===== src/rtl/sop_pkg.sv =====
package sop_pkg;
  typedef enum logic [2:0] {
    SK_LSL = 3'd0,
    SK_LSR = 3'd1,
    SK_ASR = 3'd2,
    SK_ROR = 3'd3,
    SK_RRX = 3'd4
  } shift_kind_t;

  // operand field layout (bit positions inside bits 11:0)
  localparam int FLD_W       = 12;
  localparam int CONST_W     = 8;
  localparam int ROTF_LO     = 8;
  localparam int ROTF_HI     = 11;
  localparam int TYPE_LO     = 5;
  localparam int TYPE_HI     = 6;
  localparam int REGAMT_BIT  = 4;
  localparam int IAMT_LO     = 7;
  localparam int IAMT_HI     = 11;

  function automatic shift_kind_t kind_of(input logic [1:0] t);
    case (t)
      2'b00:   kind_of = SK_LSL;
      2'b01:   kind_of = SK_LSR;
      2'b10:   kind_of = SK_ASR;
      default: kind_of = SK_ROR;
    endcase
  endfunction
endpackage


===== src/rtl/sop_decode.sv =====
module sop_decode
  import sop_pkg::*;
#(
  parameter int DW    = 32,
  parameter int AMT_W = 8
) (
  input  logic              imm_form,
  input  logic [FLD_W-1:0]  fld,
  input  logic [AMT_W-1:0]  rs_amt,
  input  logic [DW-1:0]     rm_val,
  output logic [DW-1:0]     src,
  output shift_kind_t       kind,
  output logic [AMT_W-1:0]  amt
);
  localparam int IAMT_W = IAMT_HI - IAMT_LO + 1;
  localparam logic [AMT_W-1:0] FULL_AMT = AMT_W'(DW);

  logic [IAMT_W-1:0] imm_amt;
  logic [1:0]        typ;

  assign imm_amt = fld[IAMT_HI:IAMT_LO];
  assign typ     = fld[TYPE_HI:TYPE_LO];

  always_comb begin
    src  = rm_val;
    kind = kind_of(typ);
    amt  = '0;
    if (imm_form) begin
      // even rotate of a zero-extended constant
      src  = DW'(fld[CONST_W-1:0]);
      kind = SK_ROR;
      amt  = AMT_W'({fld[ROTF_HI:ROTF_LO], 1'b0});
    end else if (fld[REGAMT_BIT]) begin
      amt = rs_amt;
    end else begin
      amt = AMT_W'(imm_amt);
      if (imm_amt == '0) begin
        case (kind_of(typ))
          SK_LSR, SK_ASR: amt = FULL_AMT;
          SK_ROR:         kind = SK_RRX;
          default:        amt = '0;
        endcase
      end
    end
  end
endmodule


===== src/rtl/sop_shift_core.sv =====
module sop_shift_core
  import sop_pkg::*;
#(
  parameter int DW    = 32,
  parameter int AMT_W = 8
) (
  input  logic [DW-1:0]    val,
  input  logic             c_in,
  input  shift_kind_t      kind,
  input  logic [AMT_W-1:0] amt,
  output logic [DW-1:0]    res,
  output logic             c_out
);
  // DW must be a power of two so that rotation wraps on the low bits
  localparam int SW = $clog2(DW);
  localparam logic [AMT_W-1:0] FULL_AMT = AMT_W'(DW);
  localparam logic [SW:0]      FULL_ROT = (SW+1)'(DW);

  logic [AMT_W-1:0] up_idx;
  logic [AMT_W-1:0] dn_idx;
  logic [SW-1:0]    rot_r;
  logic [DW-1:0]    ror_v;
  logic [DW-1:0]    asr_v;
  logic             amt_zero;

  assign up_idx   = FULL_AMT - amt;
  assign dn_idx   = amt - AMT_W'(1);
  assign rot_r    = amt[SW-1:0];
  assign ror_v    = (val >> rot_r) | (val << (FULL_ROT - {1'b0, rot_r}));
  assign asr_v    = $unsigned($signed(val) >>> amt);
  assign amt_zero = (amt == '0);

  always_comb begin
    res   = val;
    c_out = c_in;
    case (kind)
      SK_LSL: begin
        if (!amt_zero) begin
          if (amt < FULL_AMT) begin
            res   = val << amt;
            c_out = val[up_idx[SW-1:0]];
          end else begin
            res   = '0;
            c_out = (amt == FULL_AMT) ? val[0] : 1'b0;
          end
        end
      end
      SK_LSR: begin
        if (!amt_zero) begin
          if (amt < FULL_AMT) begin
            res   = val >> amt;
            c_out = val[dn_idx[SW-1:0]];
          end else begin
            res   = '0;
            c_out = (amt == FULL_AMT) ? val[DW-1] : 1'b0;
          end
        end
      end
      SK_ASR: begin
        if (!amt_zero) begin
          if (amt < FULL_AMT) begin
            res   = asr_v;
            c_out = val[dn_idx[SW-1:0]];
          end else begin
            res   = {DW{val[DW-1]}};
            c_out = val[DW-1];
          end
        end
      end
      SK_ROR: begin
        if (!amt_zero) begin
          res   = ror_v;
          c_out = ror_v[DW-1];
        end
      end
      SK_RRX: begin
        res   = {c_in, val[DW-1:1]};
        c_out = val[0];
      end
      default: begin
        res   = val;
        c_out = c_in;
      end
    endcase
  end
endmodule


===== src/rtl/shifter_operand_gen.sv =====
module shifter_operand_gen
  import sop_pkg::*;
#(
  parameter int DW    = 32,
  parameter int AMT_W = 8
) (
  input  logic             clk,
  input  logic             rst,
  input  logic             imm_form,
  input  logic [11:0]      op2_bits,
  input  logic [DW-1:0]    rm_val,
  input  logic [AMT_W-1:0] rs_low,
  input  logic             c_in,
  output logic [DW-1:0]    operand,
  output logic             carry_out
);
  logic [DW-1:0]    src;
  shift_kind_t      kind;
  logic [AMT_W-1:0] amt;
  logic [DW-1:0]    res;
  logic             c_nx;

  sop_decode #(.DW(DW), .AMT_W(AMT_W)) u_dec (
    .imm_form (imm_form),
    .fld      (op2_bits),
    .rs_amt   (rs_low),
    .rm_val   (rm_val),
    .src      (src),
    .kind     (kind),
    .amt      (amt)
  );

  sop_shift_core #(.DW(DW), .AMT_W(AMT_W)) u_core (
    .val   (src),
    .c_in  (c_in),
    .kind  (kind),
    .amt   (amt),
    .res   (res),
    .c_out (c_nx)
  );

  always_ff @(posedge clk) begin
    if (rst) begin
      operand   <= '0;
      carry_out <= 1'b0;
    end else begin
      operand   <= res;
      carry_out <= c_nx;
    end
  end
endmodule


===== config.mk =====
export PLATFORM = sky130hd
export DESIGN_NAME = shifter_operand_gen
export DESIGN_NICKNAME = d
export VERILOG_FILES = /design/src/rtl/sop_pkg.sv /design/src/rtl/sop_decode.sv /design/src/rtl/sop_shift_core.sv /design/src/rtl/shifter_operand_gen.sv
export SDC_FILE = /design/constraint.sdc
export NUM_CORES = 1
export LEC_CHECK = 0
export ABC_AREA = 1
export BUFFER_PORTS_ARGS = -buffer_cell sky130_fd_sc_hd__buf_4
export CAP_MARGIN = 20
export CORE_MARGIN = 3
export CORE_UTILIZATION = 33
export CTS_CLUSTER_DIAMETER = 50
export DETAILED_ROUTE_END_ITERATION = 12
export PLACE_DENSITY = 0.51
export RECOVER_POWER = 100
export SYNTH_ARGS = -nofsm -noshare
export SYNTH_HDL_FRONTEND = slang
export SYNTH_HIERARCHICAL = 1
export SYNTH_SLANG_ARGS = --single-unit

===== constraint.sdc =====
create_clock -name clk -period 4.2 [get_ports clk]
set_input_delay 0.42 -clock clk [delete_from_list [all_inputs] [get_ports clk]]
set_output_delay 0.42 -clock clk [all_outputs]
set_load 0.005 [all_outputs]

==> metrics <==
Rows=65; # fillers=3833; initial antenna violation count=7; Tcrit/Tclk final=88.8%; Setup TNS=0 ns; GPL Wtd Cong=1.16; Reg clk slew, reported paths=0.06 ns; I/O Pins=89; WL per Instance=26.8 µm; total number of vias=16700; Num CTS Buffers=5; clock root buffer=clkbuf_16; Core ar.=0.0320 mm²; Synthesized Nets=2270; Synth Area per Inst=4.90 µm²; ANT nets after route=0; status=complete, no violations; Seq cells post-synth=33; die area=0.0350 mm²; first-pass GRT wire length=103 mm; Post-layout nets=2292; total track usage=39.2%; share of layout cells above drive strength 1=10.9%; CP max stage delay=0.46 ns; pin count of the biggest net entering global routing=82; chip width=187 µm; critical path class=in2reg; Port-buffer cells=88; CP Launch Type=input port; warnings from Yosys=6; post-synthesis sequential area ratio=6.11%; Static Leakage=6.23 nW; Fin. Hold Viols=0; Area contributors post-synth=nand3_1 (29%), nand2_1 (25%), nor2_1 (7.3%); hpwl dp=53.6 mm; FFs w/ async S/R, synth=0%; vias per inst=6.26; class of the worst hold path=in2reg; most used cell, CP=buf_4; post_cts resized=0; RSZ-0062 raised after global routing=false; CTS H-tree lvls=2; Crit. End Element=flop; worst setup slack after layout=0.470 ns; Max Root-Sink Buffers=2; Max Fclk=268 MHz; Total Wirelength=71.6 mm; Synth Flop Type=dfxtp_1; CP Cell Sequence=buf_4, inv_6, o21ai_0, nor2_1, inv_8, buf_4, nand2_4, inv_2, nand2_2, nand2_1, buf_4, nand3_1, nand4_1, a21oi_1, nand3_1, nand2_1, inv_1, inv_1, nor2_1; Post-CTS Setup Bufs=0; CTS tree=built; Max VDD drop=0.152 mV; area added between synthesis and finish=11.7%; Req. time, crit path=4.38 ns; hold buffers post-CTS=0; max cap viols=0; leading area contributor after synthesis=nand3_1; Starting Density=33.9%; CTS sink count=33; post-synth top area share=28.8%; Congestion Overflow GR=0; DRT iter0 DRCs=2831; Worst Max-Slew Pin Slew=0.980 ns; DRC=0; Place WS=0.565 ns; Cell Area, Synth=0.0108 mm²; number of global-route vias before repair=15300; final setup fails=0; Final Max Slew Viols=0; Crit-path slowest cell=nor2_1; Die Height=187 µm; Cell variety after synth=48; pwr/cell area=279 mW/mm²; Post-synth EDFFs=0; CP Max Fanout=40; minimum clock period=3.73 ns; Critical Path AT=3.91 ns; Synth Instances=2209; Hold WS=0.518 ns; slew margin rel.=34.4%; first drt pass iteration count=7
-- final cells by class --
class	count	area (µm²)	share of cell area, %
Antenna cell	3	7.51	0.0621
Timing Repair Buffer	172	1440	11.9
Multi-Input combinational cell	1878	8720	72.1
Inverter	141	547	4.52
Sequential cell	33	661	5.47
Clock buffer	7	143	1.18
Clock inverter	1	30.0	0.248
Tap cell	435	544	4.50
-- layout by cell type (no fill, tap or decap), types with 7 or more instances in the layout --
cell and instances:
o211ai_1 51, and2_1 7, buf_12 13, clkbuf_4 28, a21oi_1 64, dfxtp_1 33, nor2_1 209, nor2_2 12
nand3_1 623, nor2_4 8, nand2_2 17, nand2_1 715, buf_4 126, inv_2 14, nand4_1 31, o21ai_1 22
o21ai_0 72, inv_1 121
-- kinds of logic (layout without fill, tap and decap cells) --
logic type / after synthesis / after routing / synth area share (%)
DFF: 33 / 33 / 6.11
other: 0 / 3 / 0
buffers and inverters: 298 / 321 / 13.4
and+or+nand+nor: 1643 / 1643 / 67.5
adders and majority gates: 5 / 5 / 0.578
AOI/OAI and AO/OA: 230 / 230 / 12.3
-- synthesized netlist by cell type (4+ instances only) --
cell      instances
a21oi_1          64
a31oi_1           4
and2_1            7
buf_1            19
buf_2            77
buf_4            22
buf_6            17
clkbuf_1         21
dfxtp_1          33
ha_1              5
inv_1           118
inv_2            17
nand2_1         716
nand2_2          18
nand3_1         623
nand3b_1          4
nand4_1          31
nor2_1          210
nor2_2           11
nor2_4            8
nor2_8            5
o211ai_1         51
o21ai_0          69
o21ai_1          25
-- power breakdown --
group	switching, W	internal (W)
registers	0.0000226	0.000359
logic	0.00180	0.000720
clock network	0.000177	0.000298
total	0.00199	0.00138
-- per-stage QoR --
stage	util (%)	power, W	cells	area (µm²)
final	37.8	0.00337	2670	12100
after global routing	37.8	0.00355	2667	12100
after CTS	37.9	0.00327	2667	12100
after detailed placement	37.3	0.00278	2659	11900
after global placement	37.3	0.00280	2659	11900
after floorplan	-	0.00189	2209	10800
-- final timing paths --
check,from,endpoint,slack [ns],cells after the start
max,imm_form,operand[7]$_SDFF_PP0_,0.47,19
min,c_in,carry_out$_SDFF_PP0_,0.52,5
-- per-layer routing --
metal | track usage [%] | wire length (µm) | up-vias | part of all wire, %
li1 | - | - | 7431 | -
met1 | 49.5 | 27000 | 7569 | 38
met3 | 11.7 | 9440 | 336 | 13
met2 | 57.9 | 29200 | 1364 | 41
met5 | 0 | 51 | - | 0.071
met4 | 24.9 | 5860 | 8 | 8.2
-- flip-flops by register name (all words and copies together), names as in the netlist --
register / flops
operand: 32
carry_out: 1
-- worst max-delay path, delay by kind of cell --
family / cells / cell delay [ns]
AOI/OAI and AO/OA: 2 / 0.43
buffers and inverters: 8 / 1.15
and+or+nand+nor: 9 / 1.88
Power figures use the tool's default switching activity.
